==> src/rtl/pcp_pkg.sv <==
package pcp_pkg;
  typedef enum logic [1:0] {
    RG_LO    = 2'd0,
    RG_HI    = 2'd1,
    RG_SPARE = 2'd2
  } region_e;
endpackage

==> src/rtl/pcp_region.sv <==
module pcp_region
  import pcp_pkg::*;
(
  input  logic    clk,
  input  logic    rst_n,
  input  logic    small_page,
  input  logic    cmd_main_lo,
  input  logic    cmd_main_hi,
  input  logic    cmd_spare,
  input  logic    wrap_acc,
  output region_e rg_q,
  output region_e rg_d,
  output logic    cmd_acc
);

  // next-state: lower-main wins, spare is sticky against upper-main
  always_comb begin
    rg_d    = rg_q;
    cmd_acc = 1'b0;
    if (cmd_main_lo) begin
      rg_d    = RG_LO;
      cmd_acc = 1'b1;
    end else if (cmd_main_hi && (rg_q != RG_SPARE)) begin
      rg_d    = RG_HI;
      cmd_acc = 1'b1;
    end else if (cmd_spare && !small_page) begin
      rg_d    = RG_SPARE;
      cmd_acc = 1'b1;
    end else if (wrap_acc && (rg_q == RG_HI)) begin
      rg_d    = RG_LO;
    end
  end

  always_ff @(posedge clk or negedge rst_n) begin
    if (!rst_n) rg_q <= RG_LO;
    else        rg_q <= rg_d;
  end

  // spare region only left through the lower-main command
  p_spare_sticky_r9: assert property (@(posedge clk) disable iff (!rst_n)
    (rg_q == RG_SPARE) && !cmd_main_lo |=> (rg_q == RG_SPARE));

  // small pages never enter the spare region
  p_small_no_spare_r5: assert property (@(posedge clk) disable iff (!rst_n)
    (rg_q != RG_SPARE) && small_page |=> (rg_q != RG_SPARE));

endmodule

==> src/rtl/pcp_counter.sv <==
module pcp_counter
  import pcp_pkg::*;
#(
  parameter int COL_W    = 10,
  parameter int BYTE_W   = 8,
  parameter int MAIN_SZ  = 512,
  parameter int SPARE_SZ = 16
) (
  input  logic              clk,
  input  logic              rst_n,
  input  logic              small_page,
  input  logic              cmd_acc,
  input  logic              cmd_exit,
  input  logic              col_load,
  input  logic [BYTE_W-1:0] col_byte,
  input  logic              re_fall,
  input  logic              page_ready,
  input  region_e           rg_q,
  input  region_e           rg_d,
  output logic              wrap_acc,
  output logic [COL_W-1:0]  col_q,
  output logic              req_q,
  output logic              wait_q
);

  localparam int HALF       = MAIN_SZ / 2;
  localparam int SP_W       = $clog2(SPARE_SZ);
  localparam int LAST_BIG   = MAIN_SZ + SPARE_SZ - 1;
  localparam int LAST_SMALL = MAIN_SZ - 1;

  logic [COL_W-1:0] col_d, last_col, cmd_base, load_val;
  logic             mode_q, mode_d, wait_d, req_d, step_ok;

  assign last_col = small_page ? COL_W'(LAST_SMALL) : COL_W'(LAST_BIG);

  always_comb begin
    case (rg_d)
      RG_HI:    cmd_base = COL_W'(HALF);
      RG_SPARE: cmd_base = COL_W'(MAIN_SZ);
      default:  cmd_base = '0;
    endcase
    case (rg_q)
      RG_HI:    load_val = COL_W'(HALF) + COL_W'(col_byte);
      RG_SPARE: load_val = COL_W'(MAIN_SZ) + COL_W'(col_byte[SP_W-1:0]);
      default:  load_val = COL_W'(col_byte);
    endcase
  end

  assign wrap_acc = page_ready && wait_q && !cmd_acc && !cmd_exit && !col_load;
  assign step_ok  = re_fall && mode_q && !wait_q && !cmd_acc && !cmd_exit &&
                    !col_load && !page_ready;

  always_comb begin
    col_d  = col_q;
    mode_d = mode_q;
    wait_d = wait_q;
    req_d  = 1'b0;
    if (cmd_acc) begin
      col_d  = cmd_base;
      mode_d = 1'b1;
      wait_d = 1'b0;
    end else if (cmd_exit) begin
      mode_d = 1'b0;
      wait_d = 1'b0;
    end else if (col_load) begin
      col_d  = load_val;
      wait_d = 1'b0;
    end else if (wrap_acc) begin
      col_d  = (rg_q == RG_SPARE) ? COL_W'(MAIN_SZ) : '0;
      wait_d = 1'b0;
    end else if (step_ok) begin
      if (col_q == last_col) begin
        req_d  = 1'b1;
        wait_d = 1'b1;
      end else begin
        col_d = col_q + 1'b1;
      end
    end
  end

  always_ff @(posedge clk or negedge rst_n) begin
    if (!rst_n) begin
      col_q  <= '0;
      mode_q <= 1'b0;
      wait_q <= 1'b0;
      req_q  <= 1'b0;
    end else begin
      col_q  <= col_d;
      mode_q <= mode_d;
      wait_q <= wait_d;
      req_q  <= req_d;
    end
  end

  // one step per accepted read strobe below the last column
  p_single_step_r6: assert property (@(posedge clk) disable iff (!rst_n)
    step_ok && (col_q != last_col) |=> col_q == $past(col_q) + 1'b1);

  // pending page freezes pointer and request
  p_wait_hold_r7: assert property (@(posedge clk) disable iff (!rst_n)
    wait_q && !cmd_acc && !cmd_exit && !col_load && !page_ready
    |=> $stable(col_q) && !req_q);

  // request lasts one cycle
  p_req_pulse_r7: assert property (@(posedge clk) disable iff (!rst_n)
    req_q |=> !req_q);

  // pointer never beyond the largest page
  p_col_bound_r10: assert property (@(posedge clk) disable iff (!rst_n)
    col_q <= COL_W'(LAST_BIG));

endmodule

==> src/rtl/page_col_ptr.sv <==
module page_col_ptr
  import pcp_pkg::*;
#(
  parameter int COL_W    = 10,
  parameter int BYTE_W   = 8,
  parameter int MAIN_SZ  = 512,
  parameter int SPARE_SZ = 16
) (
  input  logic              clk,
  input  logic              rst_n,
  input  logic              small_page,
  input  logic              cmd_main_lo,
  input  logic              cmd_main_hi,
  input  logic              cmd_spare,
  input  logic              cmd_exit,
  input  logic              col_load,
  input  logic [BYTE_W-1:0] col_byte,
  input  logic              re_fall,
  input  logic              page_ready,
  output logic [COL_W-1:0]  col,
  output logic              next_page_req,
  output logic [1:0]        region,
  output logic              page_wait
);

  region_e rg_q, rg_d;
  logic    cmd_acc, wrap_acc;

  pcp_region u_region (
    .clk         (clk),
    .rst_n       (rst_n),
    .small_page  (small_page),
    .cmd_main_lo (cmd_main_lo),
    .cmd_main_hi (cmd_main_hi),
    .cmd_spare   (cmd_spare),
    .wrap_acc    (wrap_acc),
    .rg_q        (rg_q),
    .rg_d        (rg_d),
    .cmd_acc     (cmd_acc)
  );

  pcp_counter #(
    .COL_W    (COL_W),
    .BYTE_W   (BYTE_W),
    .MAIN_SZ  (MAIN_SZ),
    .SPARE_SZ (SPARE_SZ)
  ) u_counter (
    .clk        (clk),
    .rst_n      (rst_n),
    .small_page (small_page),
    .cmd_acc    (cmd_acc),
    .cmd_exit   (cmd_exit),
    .col_load   (col_load),
    .col_byte   (col_byte),
    .re_fall    (re_fall),
    .page_ready (page_ready),
    .rg_q       (rg_q),
    .rg_d       (rg_d),
    .wrap_acc   (wrap_acc),
    .col_q      (col),
    .req_q      (next_page_req),
    .wait_q     (page_wait)
  );

  assign region = rg_q;

  // spare region keeps the pointer in the spare window
  p_spare_window_r4: assert property (@(posedge clk) disable iff (!rst_n)
    (rg_q == RG_SPARE) |-> (col >= COL_W'(MAIN_SZ)) &&
                           (col <= COL_W'(MAIN_SZ + SPARE_SZ - 1)));

endmodule

==> config.mk <==
export PLATFORM = sky130hd
export DESIGN_NAME = page_col_ptr
export DESIGN_NICKNAME = d
export VERILOG_FILES = /design/src/rtl/pcp_pkg.sv /design/src/rtl/pcp_region.sv /design/src/rtl/pcp_counter.sv /design/src/rtl/page_col_ptr.sv
export SDC_FILE = /design/constraint.sdc
export NUM_CORES = 1
export LEC_CHECK = 0
export CELL_PAD_IN_SITES_DETAIL_PLACEMENT = 0
export CELL_PAD_IN_SITES_GLOBAL_PLACEMENT = 1
export CORE_UTILIZATION = 35
export CTS_CLUSTER_DIAMETER = 200
export CTS_CLUSTER_SIZE = 10
export DETAILED_ROUTE_END_ITERATION = 7
export GPL_ROUTABILITY_DRIVEN = 0
export PLACE_DENSITY = 0.89
export SYNTH_ARGS = -nofsm -noshare
export SYNTH_HDL_FRONTEND = slang
export SYNTH_SLANG_ARGS = --single-unit
export TNS_END_PERCENT = 10
==> constraint.sdc <==
create_clock -name clk -period 2.8 [get_ports clk]
set_input_delay 0.56 -clock clk [delete_from_list [all_inputs] [get_ports clk]]
set_output_delay 0.56 -clock clk [all_outputs]
set_load 0.1 [all_outputs]
# --- Word-level counts from Yosys, hierarchy flattened ---
# Cells that the tools add are included.
totals:
  input_bits: 18
  mem_bits_rw: 0
  wordCells: 72
  latchBits: 0
  n_memories: 0
  rom_bits: 0
  register_bits: 15
  output_inout_bits: 14
classes:
  n_eq_ne: 8
  reduce_logical: 25
  add_sub_neg: 3
  bitwise: 0
  n_div: 0
  n_lt_le_gt_ge: 0
  shift: 0
  multipliers: 0
  muxes: 31
ops:
  columns: ["operator", "n"]
  rows:
  - ["$mux W10", 8]
  - ["$pmux W10 S2", 2]
  - ["$mux W1", 17]
  - ["$logic_and A1 B1 Y1", 13]
  - ["$add A10 B1 Y10 const B", 1]
  - ["$add A10 B4 Y10 const A", 1]
  - ["$add A9 B8 Y10 const A", 1]
  - ["$eq A10 B10 Y1", 1]
  - ["$reduce_bool A5 Y1", 2]
  - ["$mux W2", 4]
  - ["$logic_not A1 Y1", 6]
  - ["$eq A2 B1 Y1 const B", 2]
  - ["$eq A2 B2 Y1 const B", 2]
  - ["$ne A4 B3 Y1 const B", 1]
  - ["$reduce_bool A4 Y1", 1]
  - ["$reduce_and A3 Y1", 1]
  - ["$ne A2 B1 Y1 const B", 1]
  - ["$ne A2 B2 Y1 const B", 1]
  - ["$reduce_and A2 Y1", 1]
  - ["$reduce_bool A2 Y1", 1]

# --- Logic depth before layout (Yosys ltp) ---
# Gate-level depths: netlist of the first run.
depth:
  word_depth: 17
  depth_mapped: 9
  mapped_depth_nobuf: 8

# --- Hierarchy ---
# A second synthesis of the first run with hierarchy kept.
unflattened:
  hier_cells: 115
  area_unflattened_um2: 1061.0
by_module_without_submodules:
  columns: ["mod", "area_per_inst_um2", "instances", "cells_per_inst", "seq_area_each_um2"]
  rows:
  - ["pcp_counter", 947.2, 1, 103, 325.3]
  - ["pcp_region", 113.9, 1, 12, 50.0]

# --- Worst setup path before layout of the first run ---
# Ideal clock, no wire load.
synth_timing:
  kind: "reg2reg"
  start: "register u_region.rg_q[0]"
  end: "register u_counter.col_q[9]"
  required_time_ps: 2733
  period_less_slack_ps: 2708
  setup_time_ps: 67
  t_arrival_ps: 2641
  stages_incl_launch_ff: 9
  path_buffers: 0
  slack_ps: 92
  cell_sequence: "dfrtp_1 inv_1 ha_1 or2b_1 and4_1 a2111oi_4 a211oi_4 a311oi_2 o21a_1"
synth_between:
  elab_chain_cells: 16
  word_cells_on_any_way: 32
  cone_classes: "eq/ne (7); mux (13); reduce/logical (12)"
synth_lines:
  columns: ["element", "line", "rtl"]
  rows:
  - ["start: declaration", "pcp_region.sv:11", "output region_e rg_q,"]
  - ["start signal: assignment", "pcp_region.sv:36", "else rg_q <= rg_d;"]
  - ["$ne A2 B2 Y1", "pcp_region.sv:23", "end else if (cmd_main_hi && (rg_q != RG_SPARE)) begin"]
  - ["$logic_and A1 B1 Y1", "pcp_region.sv:23", null]
  - ["$mux W1", "pcp_region.sv:23", null]
  - ["$mux W1", "pcp_region.sv:20", "if (cmd_main_lo) begin"]
  - ["$logic_not A1 Y1", "pcp_counter.sv:49, pcp_counter.sv:50", null]
  - ["$logic_and A1 B1 Y1 (3 in series)", "pcp_counter.sv:49", "assign wrap_acc = page_ready && wait_q && !cmd_acc && !cmd_exit && !col_load;"]
  - ["$logic_and A1 B1 Y1", "pcp_region.sv:29", "end else if (wrap_acc && (rg_q == RG_HI)) begin"]
  - ["$mux W2", "pcp_region.sv:29", null]
  - ["$mux W2", "pcp_region.sv:26", "end else if (cmd_spare && !small_page) begin"]
  - ["$mux W2", "pcp_region.sv:23", null]
  - ["$mux W2", "pcp_region.sv:20", null]
  - ["$eq A2 B2 Y1 or $eq A2 B1 Y1 (tied branches)", "pcp_counter.sv:37", "case (rg_d)"]
  - ["$pmux W10 S2", "pcp_counter.sv:37", null]
  - ["$mux W10", "pcp_counter.sv:58", "if (cmd_acc) begin"]
  - ["end signal: assignment", "pcp_counter.sv:88", "col_q <= col_d;"]
  - ["end: declaration", "pcp_counter.sv:21", "output logic [COL_W-1:0] col_q,"]
# Several ways; a longest one is shown, not always the timed one. The select of a mux whose other input is x is not followed.
# A chain may end at the register's enable or synchronous reset.

# --- Worst setup path after layout of the first run ---
layout_timing:
  start: "input cmd_main_lo"
  end: "register u_counter.col_q[5]"
layout_between:
  elab_chain_cells: 9
  word_cells_on_any_way: 17
  cone_classes: "eq/ne (2); mux (5); reduce/logical (10)"
layout_lines:
  columns: ["element", "line", "rtl"]
  rows:
  - ["start: declaration", "page_col_ptr.sv:12", "input logic cmd_main_lo,"]
  - ["$mux W1 (*)", "pcp_region.sv:20", null]
  - ["$logic_not A1 Y1", "pcp_counter.sv:49, pcp_counter.sv:50", null]
  - ["$logic_and A1 B1 Y1 (3 in series)", "pcp_counter.sv:49", null]
  - ["$mux W10", "pcp_counter.sv:68", "end else if (wrap_acc) begin"]
  - ["$mux W10", "pcp_counter.sv:65", "end else if (col_load) begin"]
  - ["$mux W10", "pcp_counter.sv:62", "end else if (cmd_exit) begin"]
  - ["$mux W10", "pcp_counter.sv:58", null]
# Every way passes the cells marked *; elsewhere a longest branch is shown, timed or not. The select of a mux whose other input is x is not followed.

==> results by group, run 1 <==
Setup path
  • CP cell instances: clkdlybuf4s50_1 > buf_4 > nor4b_4 > nand4_2 > a211oi_4 > buf_4 > nand2_1 > o22ai_1
  • Crit start category: primary input
  • CP max stage delay: between 0.4 and 0.5 ns
  • Slowest cell on the critical path: clkdlybuf4s50_1
  • Kind of critical path: primary input to flop
  • Worst EP arrival: approximately 2.6 ns
  • Crit. End Element: flop
  • Critical path peak fanout: 7
  • Worst-case reg-to-reg path depth: 9
  • Most common cell on crit path: buf_4
  • Req. time, crit path: 3.02 ns

Placement
  • DP Wirelength: 2420 microns
  • I/O Buffers: 31
  • DP Area: 1520 sq um

Floorplan
  • Die ar.: 3550 sq um
  • Initial Util: 37.4%
  • Die Ht: just under 60 microns
  • I/O Pins: 32
  • Die Width: 59.6 microns
  • Row count: 20
  • Core area: about 3100 sq um

Route
  • Remaining antenna violation count: 0
  • WL final: 3270 microns
  • Initial DRT Pass Iterations: 4
  • Vias: 1168
  • Drc violations: 0
  • WL/cell: approximately 16 microns
  • Detailed-route vias per instance: between 5 and 6
  • Starting DRT DRC Count: 34

Logic synthesis
  • Post-Syn Area per Cell: a little over 9 sq um
  • Synth top cells by count: 15 x dfrtp_1, 12 x nand3_1, 11 x nand2_1
  • Synthesis-stage register bit count: 15
  • Ys flop type: dfrtp_1
  • Syn Inst Count: 127
  • Post-Synthesis Cell Area: about 1200 sq um
  • Ys Warns: 0
  • Synth top area share: 32.3%
  • Post-synth ARST share: 100%
  • Syn Nets: around 150
  • Ranking of synthesized cells by area: dfrtp_1 32%, nand3_1 5.2%, ha_1 4.3%
  • Yosys top cell by area: dfrtp_1
  • Top-count cell post-synth: dfrtp_1
  • Seq/Total Area, Yosys: 32.3%
  • Post-synth cell types: 48
  • Post-synth EDFFs: 0

Finish
  • # nets final: about 190
  • Fin area: 1540 sq um
  • Fraction of layout cells with a size suffix above 1: 23.8%
  • Layout area overhead: 32.9%
  • Ant. Diodes: 0

Worst hold path
  • Hold/Removal Path Class: flop to flop
  • Hold Crit Depth: 2

CTS
  • Worst-Skew Late Latency: 0.30 ns
  • CTS Buffer Depth: 2
  • Postcts setup bufs: 0
  • Cts repair resizes: 0
  • CTS tree: done
  • TritonCTS Buffers: 3
  • Clock sink count: 15
  • Hold_buf cts: 0
  • CTS H-tree depth: 1
  • Root buf cell: clkbuf_4
  • Clock-pin slew on the worst setup and hold paths: 0.11 ns

Power
  • Net Sw Power: 199 uW
  • Leak: 0.000630 uW
  • Combinational fraction of design power: 30.9%
  • Maximum vdd drop: 0.154 mV
  • Internal Pwr Total: approximately 340 uW
  • Sw Ratio: 37.2%
  • Flop pwr share: 43.5%
  • Clock Power Share: 25.6%
  • PD cells: 347 nW/um^2

STA
  • Min cycle time layout: 2.40 ns
  • Max-slew violation count: 0
  • Unrepaired setup endpoints after global routing: false
  • Fmax: around 420 MHz
  • Setup Viol. Count Final: 0
  • Max-slew headroom: 50.2%
  • Total Neg Setup Slack: 0 ns
  • Fin crit share: a little under nine tenths
  • Worst slew pin tran: 0.745 ns
  • Final Hold Vio Count: 0
  • Worst clock skew: 0.00241 ns

Global routing
  • First-pass GRT wire length: 5310 microns
  • Initial antenna violation count: 0
  • GR Util All Layers: roughly 20%
  • Vias in the first global route: 1090
  • Largest net degree at the start of global routing: 16
  • Overflow left after global routing: 0

Outcome
  • Status: finished, final reports clean

Flow run
  • MaxCap Viol Count: 0
-- flip-flops by register name, indices dropped and copies added, names as in the netlist --
| register | count |
|---|---|
| u_counter.col_q | 10 |
| u_counter.req_q | 1 |
| u_region.rg_q | 2 |
| u_counter.mode_q | 1 |
| u_counter.wait_q | 1 |
-- layout by cell type (no fill, tap or decap), types with 2 or more instances in the layout --
master / Yosys / final
o21ai_1: 4 / 4
nand4_1: 2 / 2
a21oi_1: 9 / 9
clkdlybuf4s50_1: 0 / 17
nor2_1: 8 / 8
o31ai_1: 4 / 4
inv_1: 5 / 5
nand3_1: 12 / 12
o21a_1: 3 / 3
ha_1: 4 / 4
nor3_1: 3 / 3
a32oi_1: 2 / 2
a22oi_1: 2 / 2
a22o_1: 2 / 2
and3_1: 2 / 2
clkbuf_4: 0 / 3
nor2b_1: 2 / 2
buf_4: 2 / 21
dfrtp_1: 15 / 15
nand2_1: 11 / 11
o21ai_0: 5 / 5
-- metal layers --
| layer | vias up | global-route usage, % | part of all wire [%] |
|---|---|---|---|
| met5 | - | 0 | 0 |
| met4 | 0 | 5.98 | 1.2 |
| met3 | 5 | 2.18 | 5.8 |
| met2 | 46 | 34.2 | 48 |
| met1 | 560 | 27.8 | 45 |
| li1 | 557 | - | - |
-- kinds of logic (layout without fill, tap and decap cells) --
| family | after synthesis | count (layout) | share of synthesized area (%) |
|---|---|---|---|
| buffers and inverters | 10 | 47 | 4.09 |
| flip-flops | 15 | 15 | 32.3 |
| adder cells (fa/ha/maj) | 4 | 4 | 4.31 |
| AND/OR/NAND/NOR | 55 | 55 | 29.3 |
| multiplexers | 1 | 1 | 0.862 |
| XOR/XNOR | 1 | 1 | 0.754 |
| AO/OA/AOI/OAI | 41 | 41 | 28.3 |
-- area by class of cell --
type / instances / area (sq um)
Fill cell: 305 / 1560
Multi-Input combinational cell: 102 / 738
Sequential cell: 15 / 375
Timing Repair Buffer: 38 / 328
Tap cell: 44 / 55.1
Clock buffer: 3 / 22.5
Inverter: 5 / 18.8
Clock inverter: 1 / 5.00
-- stage by stage --
| step | hold WS (ns) | std cells | util (%) | power (uW) | setup slack (ns) |
|---|---|---|---|---|---|
| floorplan | 0.264 | 127 | - | 339 | 0.0916 |
| CTS | 0.576 | 208 | 49.7 | 537 | 0.409 |
| global route | 0.623 | 208 | 49.7 | 557 | 0.286 |
| global placement | 0.542 | 204 | 48.8 | 399 | 0.168 |
| detailed placement | 0.550 | 204 | 48.8 | 401 | 0.122 |
| finish | 0.576 | 208 | 49.7 | 535 | 0.396 |
-- power groups by stage --
stage	Sequential, uW	Clock [uW]	Combinational (uW)
final	233	137	166
after global routing	234	148	175
after CTS	233	139	165
after detailed placement	237	0	164
after global placement	237	0	162
after floorplan	278	0	60.7
-- worst paths after layout --
path | start | to | slack (ns)
max | cmd_main_lo | u_counter.col_q[5]$_DFFE_PN0P_ | 0.40
min | u_counter.mode_q$_DFFE_PN0P_ | u_counter.mode_q$_DFFE_PN0P_ | 0.58
max reg2reg | u_region.rg_q[0]$_DFF_PN0_ | u_counter.col_q[5]$_DFFE_PN0P_ | 0.51
min reg2reg | u_counter.mode_q$_DFFE_PN0P_ | u_counter.mode_q$_DFFE_PN0P_ | 0.58
max in group asynchronous | rst_n | u_counter.col_q[9]$_DFFE_PN0P_ | 1.64
min in group asynchronous | rst_n | u_region.rg_q[0]$_DFF_PN0_ | 0.69
-- critical path, delay by kind of cell --
kind,cells,cell delay [ns]
compound gates,2,0.49
buf+inv,3,0.88
simple gates,3,0.69
(Power assumes the default switching activity.)
==> inputs of run 2 (changes only) <==
SLEW_MARGIN = 15   (was not set)
==> results of run 2 <==
The final DEF is identical to that of run 1; final timing and power are the same.
==> inputs of run 3 (changes only) <==
CORE_MARGIN = 2   (was not set)
CORE_UTILIZATION = 45   (was 35)
DONT_BUFFER_PORTS = 1   (was not set)
PLACE_DENSITY = 0.87   (was 0.89)
SYNTH_HIERARCHICAL = 1   (was not set)
==> run 3 against run 2 <==
Effect of this change:
- total power is 11% lower
- sequential power is 2% lower
- final area down 21%
- sequential cell count unchanged
- combinational power down 27%
- utilization grew 5.3 points
- setup slack improved by 0.074 ns
- critical endpoint is now u_counter/col_q[5]$_DFFE_PN0P_
- largest power group unchanged
==> results by group, run 3 <==
STA
  • Fin crit share: 83.2% (was 85.9%)
  • Worst slew pin tran: 0.860 ns (was 0.745 ns)
  • Min cycle time layout: 2.33 ns (was 2.40 ns)
  • Final Hold Vio Count: 0 (unchanged)
  • Unrepaired setup endpoints after global routing: false (unchanged)
  • Max-slew violation count: 0 (unchanged)
  • Setup Viol. Count Final: 0 (unchanged)
  • Total Neg Setup Slack: 0 ns (unchanged)
  • Max-slew headroom: 42.7% (was 50.2%)
  • Worst clock skew: 0.00276 ns (was 0.00241 ns)
  • Fmax: 429 MHz (was 416 MHz)

Global routing
  • Largest net degree at the start of global routing: 16 (unchanged)
  • Met3 Track Usage GR: 2.86% (was 2.18%)
  • Global-route met2 utilization: 39.0% (was 34.2%)
  • Initial antenna violation count: 0 (unchanged)
  • Overflow left after global routing: 0 (unchanged)
  • First-pass GRT wire length: 4600 microns (was 5310 microns)
  • GR Util All Layers: 23.2% (was 20.4%)
  • Met1 Resource Use GR: 30.1% (was 27.8%)
  • Vias in the first global route: 975 (was 1090)
  • GRT Max-Usage Layer: met2 (unchanged)

CTS
  • CTS H-tree depth: 1 (unchanged)
  • Clock sink count: 15 (unchanged)
  • CTS tree: done (unchanged)
  • CTS Buffer Depth: 2 (unchanged)
  • TritonCTS Buffers: 3 (unchanged)
  • Cts repair resizes: 0 (unchanged)
  • Clock-pin slew on the worst setup and hold paths: 0.09 ns (was 0.11 ns)
  • Root buf cell: clkbuf_4 (unchanged)
  • Worst-Skew Late Latency: 0.28 ns (was 0.30 ns)

Setup path
  • Critical path startpoint: u_region/rg_q[0]$_DFF_PN0_ (was cmd_main_lo)
  • Req. time, crit path: 2.98 ns (was 3.02 ns)
  • CP endpoint: u_counter/col_q[5]$_DFFE_PN0P_ (was u_counter.col_q[5]$_DFFE_PN0P_)
  • Kind of critical path: flop to flop (was primary input to flop)
  • Flop2flop setup slack: 0.47 ns (was 0.51 ns)
  • Worst-case reg-to-reg path depth: 8 (was 9)
  • Crit start category: flop (was primary input)
  • Crit. End Element: flop (unchanged)
  • Critical path peak fanout: 10 (was 7)
  • Worst r2r dst: u_counter/col_q[5]$_DFFE_PN0P_ (was u_counter.col_q[5]$_DFFE_PN0P_)
  • Worst EP arrival: 2.51 ns (was 2.63 ns)
  • Reg2reg start: u_region/rg_q[0]$_DFF_PN0_ (was u_region.rg_q[0]$_DFF_PN0_)

Flow run
  • MaxCap Viol Count: 0 (unchanged)

Finish
  • # nets final: 151 (was 187)
  • Top reg by flops: u_counter/col_q (was u_counter.col_q)
  • Largest registers: u_counter/col_q (10), u_region/rg_q (2) (was u_counter.col_q (10), u_region.rg_q (2))
  • Layout area overhead: 14.7% (was 32.9%)
  • Most frequent cells in the layout: 15 x dfrtp_1, 14 x buf_4, 10 x nand2_1 (was 21 x buf_4, 17 x clkdlybuf4s50_1, 15 x dfrtp_1)
  • Fraction of layout cells with a size suffix above 1: 19.4% (was 23.8%)
  • Ant. Diodes: 0 (unchanged)
  • Max reg flops: 10 (unchanged)
  • Commonest non-fill, non-tap cell in the layout: dfrtp_1 (was buf_4)

Logic synthesis
  • Post-synth EDFFs: 0 (unchanged)
  • Syn Nets: 136 (was 149)
  • Combinational family with the most area after synthesis: compound AO/OA/AOI/OAI gates (was simple AND/OR/NAND/NOR gates)
  • Syn Inst Count: 115 (was 127)
  • Yosys top cell by area: dfrtp_1 (unchanged)
  • Seq/Total Area, Yosys: 35.4% (was 32.3%)
  • Synth top area share: 35.4% (was 32.3%)
  • Adder-cell area share of the yosys netlist: 3.54% (was 4.31%)
  • Top-count cell post-synth: dfrtp_1 (unchanged)
  • Ys flop type: dfrtp_1 (unchanged)
  • Synthesis-stage register bit count: 15 (unchanged)
  • Compound-Gate Fraction of Synth Area: 28.2% (was 28.3%)
  • Post-synth cell types: 38 (was 48)
  • Ranking of synthesized cells by area: dfrtp_1 35%, a32o_1 6.6%, ha_1 3.5% (was dfrtp_1 32%, nand3_1 5.2%, ha_1 4.3%)
  • Fraction of synthesized area in multiplexers: 0% (was 0.862%)
  • Post-Syn Area per Cell: 9.23 sq um (was 9.14 sq um)
  • Post-synth ARST share: 100% (unchanged)
  • Post-Synthesis Cell Area: 1060 sq um (was 1160 sq um)
  • Fraction of the mapped netlist area in simple logic gates: 28.1% (was 29.3%)
  • XOR/XNOR Fraction of Synth Area: 0% (was 0.754%)
  • Ys Warns: 6 (was 0)
  • Synth top cells by count: 15 x dfrtp_1, 10 x nand2_1, 9 x nor2_1 (was 15 x dfrtp_1, 12 x nand3_1, 11 x nand2_1)

Power
  • Maximum vdd drop: 0.304 mV (was 0.154 mV)
  • PD cells: 390 nW/um^2 (was 347 nW/um^2)
  • Total Power: 475 uW (was 535 uW)
  • Leak: 0.000516 uW (was 0.000630 uW)

Floorplan
  • Initial Util: 48.0% (was 37.4%)
  • Row count: 17 (was 20)
  • Core area: 2210 sq um (was 3100 sq um)
  • Die Width: 52.6 microns (was 59.6 microns)
  • I/O Pins: 32 (unchanged)
  • Die ar.: 2760 sq um (was 3550 sq um)
  • Die Ht: 52.6 microns (was 59.6 microns)

Worst hold path
  • Hold Crit Depth: 1 (was 2)
  • Hold/Removal Path Class: primary input to flop (was flop to flop)

Route
  • Initial DRT Pass Iterations: 4 (unchanged)
  • WL/cell: 18.1 microns (was 15.7 microns)
  • Drc violations: 0 (unchanged)
  • Detailed-route vias per instance: 6.47 (was 5.62)
  • WL final: 2840 microns (was 3270 microns)
  • Starting DRT DRC Count: 38 (was 34)
  • Vias: 1016 (was 1168)
  • Remaining antenna violation count: 0 (unchanged)

Outcome
  • Status: finished, final reports clean (unchanged)

Placement
  • I/O Buffers: 0 (was 31)
  • DP Wirelength: 2130 microns (was 2420 microns)
-- run 3: cell types whose count changed after synthesis, sizes merged, moves of 3 or more --
cell | before | now
inv | 5 | 8
o21ai | 9 | 6
nand2b | 1 | 4
a32o | 1 | 7
nand3 | 12 | 5
a21oi | 9 | 4
-- run 3: layout make-up --
cell class	instances	area [sq um]
fillers	210	995
multi-input cells	87	634
flip-flops and latches	15	375
repair buffers	15	115
well taps	28	35.0
inverters	8	30.0
clock buffers	3	22.5
clock inverters	1	5.00
-- run 3: kinds of logic after synthesis --
kind of cell | count (synthesis)
and+or+nand+nor | 49
DFF | 15
buffers and inverters | 13
AOI/OAI and AO/OA | 35
adders and majority gates | 3
-- run 3: worst min-delay path by stage --
stage	startpoint	to
after global placement	rst_n	u_counter/col_q[0]$_DFFE_PN0P_
after global routing	cmd_main_lo	u_region/rg_q[1]$_DFF_PN0_
after floorplan	rst_n	u_counter/col_q[0]$_DFFE_PN0P_
after CTS	cmd_main_lo	u_region/rg_q[1]$_DFF_PN0_
after detailed placement	rst_n	u_counter/col_q[0]$_DFFE_PN0P_
final	cmd_main_lo	u_region/rg_q[1]$_DFF_PN0_
-- run 3: through the flow --
stage / instance area (sq um) / util, % / hold slack (ns) / instances / setup WS, ns
3_5_place_dp: 1180 / 53.3 / 0.265 / 152 / 0.355
5_1_grt: 1220 / 55.0 / 0.305 / 157 / 0.306
4_1_cts: 1220 / 55.0 / 0.332 / 157 / 0.507
3_3_place_gp: 1180 / 53.3 / 0.265 / 152 / 0.406
6_report: 1220 / 55.0 / 0.337 / 157 / 0.470
2_1_floorplan: 1060 / - / 0.264 / 115 / 0.0701
-- run 3: worst max-delay path: stages (launching register included) --
cell,delay (ns)
dfrtp_1,0.38
nand2b_1,0.19
nand2_1,0.09
nand3b_1,0.26
nand4bb_1,0.37
nand2b_1,0.37
nor2_1,0.08
a32o_1,0.27
a32o_1,0.20
-- run 3: repair_timing --
action	in CTS	in global routing
hold endpoints to repair	15	0
hold buffers	1	0
setup buffers	0	0
-- run 3: routing by layer --
layer  wire length [microns]  vias up
met3                     194        2
met1                    1210      500
met4                      16        0
met5                       0        -
met2                    1420       41
li1                        -      473
-- run 3: where the power goes --
group / switching (uW) / internal, uW
Clock: 71.6 / 53.0
Sequential: 5.98 / 223
Combinational: 87.0 / 34.5
